===== src/rtl/acc_bypass_pkg.sv =====
package acc_bypass_pkg;

  // Progress state; the numeric value orders aggressiveness of bypassing.
  typedef enum logic [1:0] {
    PROG_LAG     = 2'd0,
    PROG_ONTRACK = 2'd1,
    PROG_AHEAD   = 2'd2
  } prog_e;

  // Reuse annotation held per table entry.
  typedef struct packed {
    logic [1:0] rc;  // count class: cold, light, moderate, hot
    logic [1:0] ri;  // interval class: immediate, near, far, remote
  } reuse_cls_t;

  localparam int CLS_W = $bits(reuse_cls_t);

endpackage


===== src/rtl/acc_progress_mon.sv =====
module acc_progress_mon
  import acc_bypass_pkg::*;
#(
  parameter int EPOCH_W = 16,
  parameter int CNT_W   = 16
) (
  input  logic               clk,
  input  logic               rst,
  input  logic               acc_valid,
  input  logic [EPOCH_W-1:0] epoch_len,
  input  logic [CNT_W-1:0]   target_cnt,
  input  logic [CNT_W-1:0]   margin_cnt,
  output prog_e              state
);

  logic [EPOCH_W-1:0] cyc_q;
  logic [CNT_W-1:0]   cnt_q;
  prog_e              state_q;
  logic               epoch_end;
  logic [CNT_W:0]     total;
  logic [CNT_W:0]     goal_lo;
  logic [CNT_W:0]     goal_hi;
  logic               cnt_full;

  // Wide compare so that epoch_len == 0 also ends every cycle.
  assign epoch_end = ({1'b0, cyc_q} + (EPOCH_W+1)'(1)) >= {1'b0, epoch_len};
  assign cnt_full  = &cnt_q;

  always_comb begin
    total   = {1'b0, cnt_q} + (CNT_W+1)'(acc_valid);
    goal_lo = {1'b0, target_cnt};
    goal_hi = goal_lo + {1'b0, margin_cnt};
  end

  always_ff @(posedge clk) begin
    if (rst) begin
      cyc_q   <= '0;
      cnt_q   <= '0;
      state_q <= PROG_LAG;
    end else if (epoch_end) begin
      cyc_q <= '0;
      cnt_q <= '0;
      if (total >= goal_hi)      state_q <= PROG_AHEAD;
      else if (total >= goal_lo) state_q <= PROG_ONTRACK;
      else                       state_q <= PROG_LAG;
    end else begin
      cyc_q <= cyc_q + EPOCH_W'(1);
      if (acc_valid && !cnt_full) cnt_q <= cnt_q + CNT_W'(1);
    end
  end

  assign state = state_q;

  // reset forces the lagging state
  a_r1_reset_lag: assert property (@(posedge clk) rst |=> state_q == PROG_LAG);

  // counters restart at each epoch boundary
  a_r4_epoch_clear: assert property (@(posedge clk) disable iff (rst)
    epoch_end |=> (cnt_q == '0) && (cyc_q == '0));

  // the state holds inside an epoch
  a_r3_state_hold: assert property (@(posedge clk) disable iff (rst)
    !epoch_end |=> $stable(state_q));

  // counting moves by at most one per cycle inside an epoch
  a_r3_count_step: assert property (@(posedge clk) disable iff (rst)
    !epoch_end && !acc_valid |=> $stable(cnt_q));

endmodule


===== src/rtl/acc_reuse_table.sv =====
module acc_reuse_table
  import acc_bypass_pkg::*;
#(
  parameter int IDX_W = 8
) (
  input  logic             clk,
  input  logic             rst,
  input  logic             rd_en,
  input  logic [IDX_W-1:0] rd_idx,
  input  logic             wr_en,
  input  logic [IDX_W-1:0] wr_idx,
  input  reuse_cls_t       wr_data,
  output reuse_cls_t       rd_data
);

  localparam int DEPTH = 1 << IDX_W;

  reuse_cls_t mem [DEPTH];
  reuse_cls_t ram_q;
  reuse_cls_t fwd_q;
  logic       use_fwd_q;

  // Plain synchronous-read RAM; the collision path sits outside it.
  always_ff @(posedge clk) begin
    if (wr_en) mem[wr_idx] <= wr_data;
    if (rd_en) ram_q <= mem[rd_idx];
  end

  always_ff @(posedge clk) begin
    if (rst) begin
      use_fwd_q <= 1'b0;
      fwd_q     <= '0;
    end else if (rd_en) begin
      use_fwd_q <= wr_en && (wr_idx == rd_idx);
      fwd_q     <= wr_data;
    end
  end

  assign rd_data = use_fwd_q ? fwd_q : ram_q;

  // a write to the entry being looked up wins
  a_r9_write_wins: assert property (@(posedge clk) disable iff (rst)
    rd_en && wr_en && (wr_idx == rd_idx) |=> rd_data == $past(wr_data));

endmodule


===== src/rtl/acc_bypass_decide.sv =====
module acc_bypass_decide
  import acc_bypass_pkg::*;
#(
  parameter logic [1:0] RC_THR_AHEAD   = 2'd2,
  parameter logic [1:0] RI_THR_AHEAD   = 2'd0,
  parameter logic [1:0] RC_THR_ONTRACK = 2'd1,
  parameter logic [1:0] RI_THR_ONTRACK = 2'd2,
  parameter logic [1:0] RC_THR_LAG     = 2'd0,
  parameter logic [1:0] RI_THR_LAG     = 2'd3
) (
  input  logic       clk,
  input  logic       rst,
  input  logic       in_valid,
  input  prog_e      in_state,
  input  reuse_cls_t in_cls,
  output logic       out_valid,
  output logic       out_bypass
);

  localparam int NSTATE = 3;
  // Thresholds packed by state value: [LAG, ONTRACK, AHEAD] from bit 0.
  localparam logic [2*NSTATE-1:0] RC_TAB = {RC_THR_AHEAD, RC_THR_ONTRACK, RC_THR_LAG};
  localparam logic [2*NSTATE-1:0] RI_TAB = {RI_THR_AHEAD, RI_THR_ONTRACK, RI_THR_LAG};

  logic [3:0] hit;
  logic [1:0] sel;

  genvar g;
  generate
    for (g = 0; g < NSTATE; g++) begin : g_rule
      assign hit[g] = (in_cls.rc <= RC_TAB[2*g +: 2]) && (in_cls.ri >= RI_TAB[2*g +: 2]);
    end
  endgenerate
  assign hit[3] = 1'b0;
  assign sel    = in_state;

  always_ff @(posedge clk) begin
    if (rst) begin
      out_valid  <= 1'b0;
      out_bypass <= 1'b0;
    end else begin
      out_valid  <= in_valid;
      out_bypass <= in_valid && hit[sel];
    end
  end

  // classes above the ahead count threshold are allocated
  a_r6_hot_kept: assert property (@(posedge clk) disable iff (rst)
    in_valid && (in_state == PROG_AHEAD) && (in_cls.rc > RC_THR_AHEAD) |=> !out_bypass);

  // while lagging, anything short of the coldest/farthest class is kept
  a_r8_lag_keep: assert property (@(posedge clk) disable iff (rst)
    in_valid && (in_state == PROG_LAG) && ((in_cls.rc > RC_THR_LAG) || (in_cls.ri < RI_THR_LAG))
    |=> !out_bypass);

  // on schedule, a near-term interval is never bypassed
  a_r7_near_kept: assert property (@(posedge clk) disable iff (rst)
    in_valid && (in_state == PROG_ONTRACK) && (in_cls.ri < RI_THR_ONTRACK) |=> !out_bypass);

endmodule


===== src/rtl/acc_bypass_ctrl.sv =====
module acc_bypass_ctrl
  import acc_bypass_pkg::*;
#(
  parameter int ADDR_W     = 32,
  parameter int LINE_OFF_W = 6,
  parameter int IDX_W      = 8,
  parameter int EPOCH_W    = 16,
  parameter int CNT_W      = 16
) (
  input  logic               clk,
  input  logic               rst,
  input  logic               acc_valid,
  input  logic [ADDR_W-1:0]  acc_addr,
  input  logic [EPOCH_W-1:0] epoch_len,
  input  logic [CNT_W-1:0]   target_cnt,
  input  logic [CNT_W-1:0]   margin_cnt,
  input  logic               tbl_we,
  input  logic [IDX_W-1:0]   tbl_idx,
  input  logic [1:0]         tbl_rc,
  input  logic [1:0]         tbl_ri,
  output logic               byp_valid,
  output logic               byp_bypass
);

  localparam int HI_LSB = LINE_OFF_W + IDX_W;

  logic [IDX_W-1:0] look_idx;
  logic             addr_unused;
  prog_e            prog_state;
  prog_e            s1_state_q;
  logic             s1_valid_q;
  reuse_cls_t       wr_cls;
  reuse_cls_t       look_cls;

  assign look_idx    = acc_addr[LINE_OFF_W +: IDX_W];
  assign addr_unused = ^{acc_addr[ADDR_W-1:HI_LSB], acc_addr[LINE_OFF_W-1:0]};
  assign wr_cls      = '{rc: tbl_rc, ri: tbl_ri};

  acc_progress_mon #(
    .EPOCH_W (EPOCH_W),
    .CNT_W   (CNT_W)
  ) u_mon (
    .clk        (clk),
    .rst        (rst),
    .acc_valid  (acc_valid),
    .epoch_len  (epoch_len),
    .target_cnt (target_cnt),
    .margin_cnt (margin_cnt),
    .state      (prog_state)
  );

  acc_reuse_table #(
    .IDX_W (IDX_W)
  ) u_tbl (
    .clk     (clk),
    .rst     (rst),
    .rd_en   (acc_valid),
    .rd_idx  (look_idx),
    .wr_en   (tbl_we),
    .wr_idx  (tbl_idx),
    .wr_data (wr_cls),
    .rd_data (look_cls)
  );

  // Carry the state of the access cycle alongside the table read.
  always_ff @(posedge clk) begin
    if (rst) begin
      s1_valid_q <= 1'b0;
      s1_state_q <= PROG_LAG;
    end else begin
      s1_valid_q <= acc_valid;
      s1_state_q <= prog_state;
    end
  end

  acc_bypass_decide u_dec (
    .clk        (clk),
    .rst        (rst),
    .in_valid   (s1_valid_q),
    .in_state   (s1_state_q),
    .in_cls     (look_cls),
    .out_valid  (byp_valid),
    .out_bypass (byp_bypass)
  );

  // every access yields a decision two cycles later
  a_r2_latency: assert property (@(posedge clk) disable iff (rst)
    acc_valid |=> ##1 byp_valid);

  // no decision without an access
  a_r2_no_spurious: assert property (@(posedge clk) disable iff (rst)
    !acc_valid |=> ##1 !byp_valid);

  // bypass only qualifies a valid decision
  a_r2_bypass_qual: assert property (@(posedge clk) disable iff (rst)
    byp_bypass |-> byp_valid);

  // the decision stage sees the state of the access cycle
  a_r10_state_align: assert property (@(posedge clk) disable iff (rst)
    acc_valid |=> s1_state_q == $past(prog_state));

endmodule


===== config.mk =====
export PLATFORM = sky130hd
export DESIGN_NAME = acc_bypass_ctrl
export DESIGN_NICKNAME = d
export VERILOG_FILES = /design/src/rtl/acc_bypass_pkg.sv /design/src/rtl/acc_progress_mon.sv /design/src/rtl/acc_reuse_table.sv /design/src/rtl/acc_bypass_decide.sv /design/src/rtl/acc_bypass_ctrl.sv
export SDC_FILE = /design/constraint.sdc
export NUM_CORES = 1
export LEC_CHECK = 0
export ABC_AREA = 0
export BUFFER_PORTS_ARGS = -buffer_cell sky130_fd_sc_hd__buf_2
export CAP_MARGIN = 15
export CORE_ASPECT_RATIO = 0.9
export CORE_MARGIN = 3
export CORE_UTILIZATION = 60
export CTS_CLUSTER_DIAMETER = 100
export CTS_CLUSTER_SIZE = 8
export DETAILED_ROUTE_END_ITERATION = 6
export PLACE_DENSITY_LB_ADDON = 0.1
export RECOVER_POWER = 50
export SYNTH_ARGS = -nofsm -noshare
export SYNTH_HDL_FRONTEND = slang
export SYNTH_SLANG_ARGS = --single-unit

===== constraint.sdc =====
create_clock -name clk -period 4.3 [get_ports clk]
set_clock_uncertainty 0.05 [all_clocks]
set_input_delay 0.86 -clock clk [delete_from_list [all_inputs] [get_ports clk]]
set_output_delay 0.86 -clock clk [all_outputs]
set_load 0.05 [all_outputs]

== After elaboration in Yosys (flattened, before gate mapping) ==
Memories as Yosys holds them, arrays and structs flattened. A register that Yosys moved wholly into a read port is not among the register bits.
Cells that the tools add are included.
Cells by class
  $add $sub $neg: 5
  $lt $le $gt $ge: 10
  equality and inequality tests: 1
  mux-type cells: 7
  reductions and logical operators: 9
Operators by type and width (number)
  17-bit by 16-bit >= comparator with 1-bit output: 2
  16-bit by 1-bit adder with 16-bit output, second input constant: 2
  16-bit by 1-bit adder with 17-bit output: 1
  16-bit by 1-bit adder with 17-bit output, second input constant: 1
  16-bit by 16-bit adder with 17-bit output: 1
  17-bit >= comparator: 1
  16-bit AND reduction: 1
  8-bit equality test: 1
  1-bit logical AND: 6
  2-bit >= comparator, second input constant: 2
  2-bit by 1-bit less-or-equal comparator with 1-bit output, second input constant: 2
  1-bit 2-to-1 mux: 4
  4-bit 2-to-1 mux: 1
  2-bit by 3-bit less-than comparator with 1-bit output, second input constant: 1
  1-bit binary-select mux with 2-bit select: 1
  2-bit by 1-bit >= comparator with 1-bit output, second input constant: 1
  2-bit less-or-equal comparator, second input constant: 1
  2-bit 2-to-1 mux: 1
  2-bit OR reduction: 1
  1-bit zero test: 1
Storage, ports and cells
  register bits: 44
  bits in writable memories: 1024
  input bits: 96
  output and inout bits: 2
  logic and storage cells: 43
  memories: 1
Memory list
  u_tbl.mem: words 256, bits a word 4, read ports 1, clocked after memory_dff 1, write ports 1, line acc_reuse_table.sv:18  | reuse_cls_t mem [DEPTH];

== Depth between registers and ports, before layout ==
  depth in word-level cells: 6
  mapped depth: 16
  gate-level depth less buffers: 16

== Modules after synthesis ==
Synthesis repeated with hierarchy kept, for this count alone.
Second synthesis, totals
  cells, all modules: 2514
  area total of the unflattened synthesis: 44794.2 sq um
Modules (own cells, without submodules)
  acc_reuse_table: instances 1, cells each 2063, area each 40948.0 sq um, sequential area each 30969.7 sq um
  acc_progress_mon: instances 1, cells each 435, area each 3674.8 sq um, sequential area each 680.7 sq um
  acc_bypass_decide: instances 1, cells each 10, area each 92.6 sq um, sequential area each 40.0 sq um
  acc_bypass_ctrl: instances 1, cells each 6, area each 78.8 sq um, sequential area each 60.1 sq um

== Least setup slack after synthesis ==
No wires, ideal clock.
  path type: input -> register
  start point: input target_cnt[0]
  end point: register u_mon.state_q[0], in the netlist u_mon.state[0]
  library setup time: 0.117 ns
  arrival: 3.664 ns
  data required time: 4.133 ns
  path slack: 0.470 ns
  stages on the path: 16
  buffers on the path: 0
  path through: ha_1 fa_1 a21o_1 nand2_1 a211oi_1 o311ai_0 nand2b_1 a21oi_1 xor2_1 ha_1 nand4_1 o41ai_1 a21oi_1 o221ai_1 a211oi_1 a22o_1
On the way
  cells in the longest elaborated chain, start to end: 3
  elaborated cells between the ends (all ways): 5
  those cells by class: add/sub (1); order compare (2); mux (2)
Ends and longest elaborated chain
  start: declaration: line acc_bypass_ctrl.sv:15  | input logic [CNT_W-1:0] target_cnt,
  16-bit by 16-bit adder with 17-bit output or 17-bit by 16-bit >= comparator with 1-bit output (tied branches): line acc_progress_mon.sv:32, acc_progress_mon.sv:44
  17-bit >= comparator or 1-bit 2-to-1 mux (tied branches): line acc_progress_mon.sv:43, acc_progress_mon.sv:44
  2-bit 2-to-1 mux *: line acc_progress_mon.sv:43  | if (total >= goal_hi) state_q <= PROG_AHEAD;
  end signal: assignment: line acc_progress_mon.sv:43
  end signal: assignment: line acc_progress_mon.sv:44  | else if (total >= goal_lo) state_q <= PROG_ONTRACK;
  end signal: assignment: line acc_progress_mon.sv:45  | else state_q <= PROG_LAG;
  end: declaration: line acc_progress_mon.sv:18  | prog_e state_q;
Every way passes the cells marked *; elsewhere a longest branch is shown, timed or not.
A chain may end at the register's enable or synchronous reset.

== Worst setup path in the final report ==
  start point: input target_cnt[0]
  end point: register u_mon.state_q[1], in the netlist u_mon.state[1]
On the way
  cells in the longest elaborated chain, start to end: 3
Ends and longest elaborated chain
  16-bit by 16-bit adder with 17-bit output: line acc_progress_mon.sv:32  | goal_hi = goal_lo + {1'b0, margin_cnt};
  17-bit >= comparator: line acc_progress_mon.sv:43
  2-bit 2-to-1 mux: line acc_progress_mon.sv:43
Every way passes these cells.

==> results by group <==
Hold path
  • Worst min path class: register to register

Yosys
  • Netlist Area Pre-Place: 0.0445 mm2
  • #FFs+latches synth: approximately 1100
  • Post-synth EDFFs: 1028
  • Post-synth top area cell: edfxtp_1
  • Synth warn: 0
  • Post-Syn Instances: 2528
  • Synth Net Count: about 2700
  • Post-synth top area share: 0.694
  • Sequential cell area fraction in the yosys report: 0.714
  • Synth unique cells: 56
  • Syn avg cell area: 17.6 um2
  • Asr flop ratio synth: 0
  • Main area contributors after synthesis: edfxtp_1 69%, mux4_2 12%, nor2_1 2.7%, dfxtp_1 2.0%, ha_1 1.9%
  • Top FF cell, synth: edfxtp_1

Placed design
  • Final GP Congestion: 0.843
  • Dpl cells: 3517
  • Port bufs: 73
  • Placed Area: around 0.046 mm2
  • Detailed placement HPWL: between 60 and 70 mm
  • Pre-CTS WS: -72.3 ps

Clock network
  • CTS buffer count: between 150 and 200
  • CTS tree: done
  • CTS HTree Levels: 4
  • Root buf cell: clkbuf_16
  • Reg clk slew, reported paths: ~50 ps
  • Clock tree sinks: 1072
  • Post-CTS sizing: 0
  • Post-CTS Hold Buffers: 0
  • Postcts setup bufs: 0
  • Worst skew pair latency: just over 700 ps
  • Max clock buf depth: 3

Worst setup path
  • Crit path buf inv count: 1
  • Slowest-stage cell, CP: o311ai_0
  • Slowest Stage Delay on Critical Path: 480 ps
  • Critical Path RT: 4870 ps
  • Endpoint type of the worst setup path: register
  • CP dominant cell by count: a211oi_1
  • Worst setup SP type: input pin
  • Worst-path cell chain: buf_2, ha_1, fa_1, a21o_1, nand2_1, a211oi_1, o311ai_0, nand2b_1, a21oi_1, xor2_1, ha_1, nand4_1, o41ai_1, a21oi_1, o221ai_1, a211oi_1, a211oi_1
  • Delay-heaviest family, CP: compound AO/OA/AOI/OAI gates
  • CP Class: input pin to register
  • Worst EP arrival: 4260 ps
  • Max FO, Critical Path: 3

Route
  • Drt initial violations: 2411
  • Final WL: 104 mm
  • Routed vias/inst: 6.55
  • DR DRC count: 0
  • Initial DRT Pass Iterations: 5
  • Vias: 24200
  • Antenna Nets Post-Route: 0
  • DR WL/cell: 28.1 um

Global routing
  • Grt total ovfl: 0
  • GRT Total Usage: 0.276
  • Initial antenna violation count: 7
  • Largest net degree at the start of global routing: ~130
  • First-pass GRT wire length: 158 mm
  • Vias in the first global route: 25200

Die
  • Chip height: between 200 and 300 um
  • Ports: 98
  • Die area: between 0.07 and 0.08 mm2
  • Core area: 0.0733 mm2
  • Die width: just under 300 um
  • Initial Util: 0.607
  • Site Rows: 94

STA
  • Hold Violations, Final: 0
  • Final critical-path required period: 3690 ps
  • Final setup viols: 0
  • WHS: 395 ps
  • Fmax: 271 MHz
  • Slew at the pin with the worst max-slew slack: 3070 ps
  • Fin. max-slew vios: 488
  • Relative slew slack: -1.05
  • RSZ-0062 raised after global routing: no
  • Final Cycle Share: 0.857
  • Crit path setup slack, layout: ~610 ps

Status
  • Outcome: finished, violations left
  • Failing checks: capacitance limit, slew limit

Final layout
  • Layout Nets: 2876
  • Layout cells sized above 1: 0.212
  • Commonest non-fill, non-tap cell in the layout: edfxtp_1
  • Final instance area: 0.0503 mm2
  • Most frequent cells in the layout: 1028 x edfxtp_1, 317 x nor2_1, 238 x mux4_2
  • Non-Filler Instances: 3698
  • Layout Area Growth over Synthesis: 13.2%

Pwr
  • Pwr/cell area: 462 mW/mm2
  • LEAKAGE: 16.5 nW
  • Total power: ~23 mW
  • Peak VDD IR: 0.426 mV

Run
  • Max cap viols: 5
cell type report:
| class | instances | area (um2) |
|---|---|---|
| clock buffer | 166 | 3900 |
| timing repair buffer | 176 | 1280 |
| sequential | 1072 | 31800 |
| inverter | 44 | 165 |
| multi-input combinational | 1265 | 11800 |
| tap | 960 | 1200 |
| fill | 4629 | 22900 |
| clock inverter | 12 | 208 |
| antenna | 3 | 7.51 |
where the power goes:
group | switching [mW] | total [mW] | internal [mW]
Clock | 4.10 | 10.4 | 6.34
Sequential | 0.0137 | 11.5 | 11.5
Combinational | 0.807 | 1.30 | 0.491
Yosys cell counts, drive strengths merged (44+ instances only):
cell,number
edfxtp,1028
nor2,318
mux4,238
clkbuf,85
ha,69
nand2,68
buf,62
a22oi,56
a21oi,47
mux2i,47
nand3,47
nor2b,47
dfxtp,44
inv,44
worst reg2reg max path, cell delays in order (launching register included):
cell	delay, ps
dfxtp_1	440
nand2_1	110
nor2_1	190
and3_1	250
nand3_1	170
nor3_1	290
nand3_1	140
xnor2_1	170
ha_1	350
nand4_1	130
nor4_1	360
or3_1	200
nor3_1	60
a211oi_1	280
a22o_1	160
registers in the layout, indices dropped and copies added (netlist names):
signal	count
u_tbl.ram_q	4
u_dec.out_bypass	1
u_mon.cyc_q	16
u_mon.cnt_q	16
u_mon.state	2
s1_state_q	2
u_tbl.fwd_q	4
u_tbl.mem	1024
s1_valid_q	1
u_dec.out_valid	1
u_tbl.use_fwd_q	1
stage by stage:
step / TNS, ps / utilization
after floorplan: 0 / -
after global placement: -35.1 / 0.632
after detailed placement: -144 / 0.632
after CTS: 0 / 0.688
after global routing: 0 / 0.687
final: 0 / 0.687
routing by layer:
metal  GRT usage  vias up  wire length, um
li1            -    10400                -
met1       0.394    12400            41600
met2       0.421     1172            49000
met3      0.0739      185            10300
met4      0.0936        8             2970
met5           0        -               47
cells by family after synthesis:
kind of cell	Yosys count	synth area share
mux	285	0.131
compound gates	276	0.0445
fa+ha+maj	70	0.0199
simple gates	571	0.0572
xor+xnor	63	0.0124
flops	1072	0.714
buf+inv	191	0.0205
final timing paths:
path,slack [ps],depth (start not counted),end,start
worst max-delay path,610,17,u_mon.state[1]$_SDFFE_PP0P_,target_cnt[0]
worst min-delay path,390,2,s1_state_q[1]$_SDFF_PP0_,u_mon.state[1]$_SDFFE_PP0P_
worst min register to register,390,2,s1_state_q[1]$_SDFF_PP0_,u_mon.state[1]$_SDFFE_PP0P_
worst max register to register,890,14,u_mon.state[0]$_SDFFE_PP0P_,u_mon.cnt_q[4]$_SDFFE_PP0P_
Note: power is estimated with default switching activity, not from simulation.
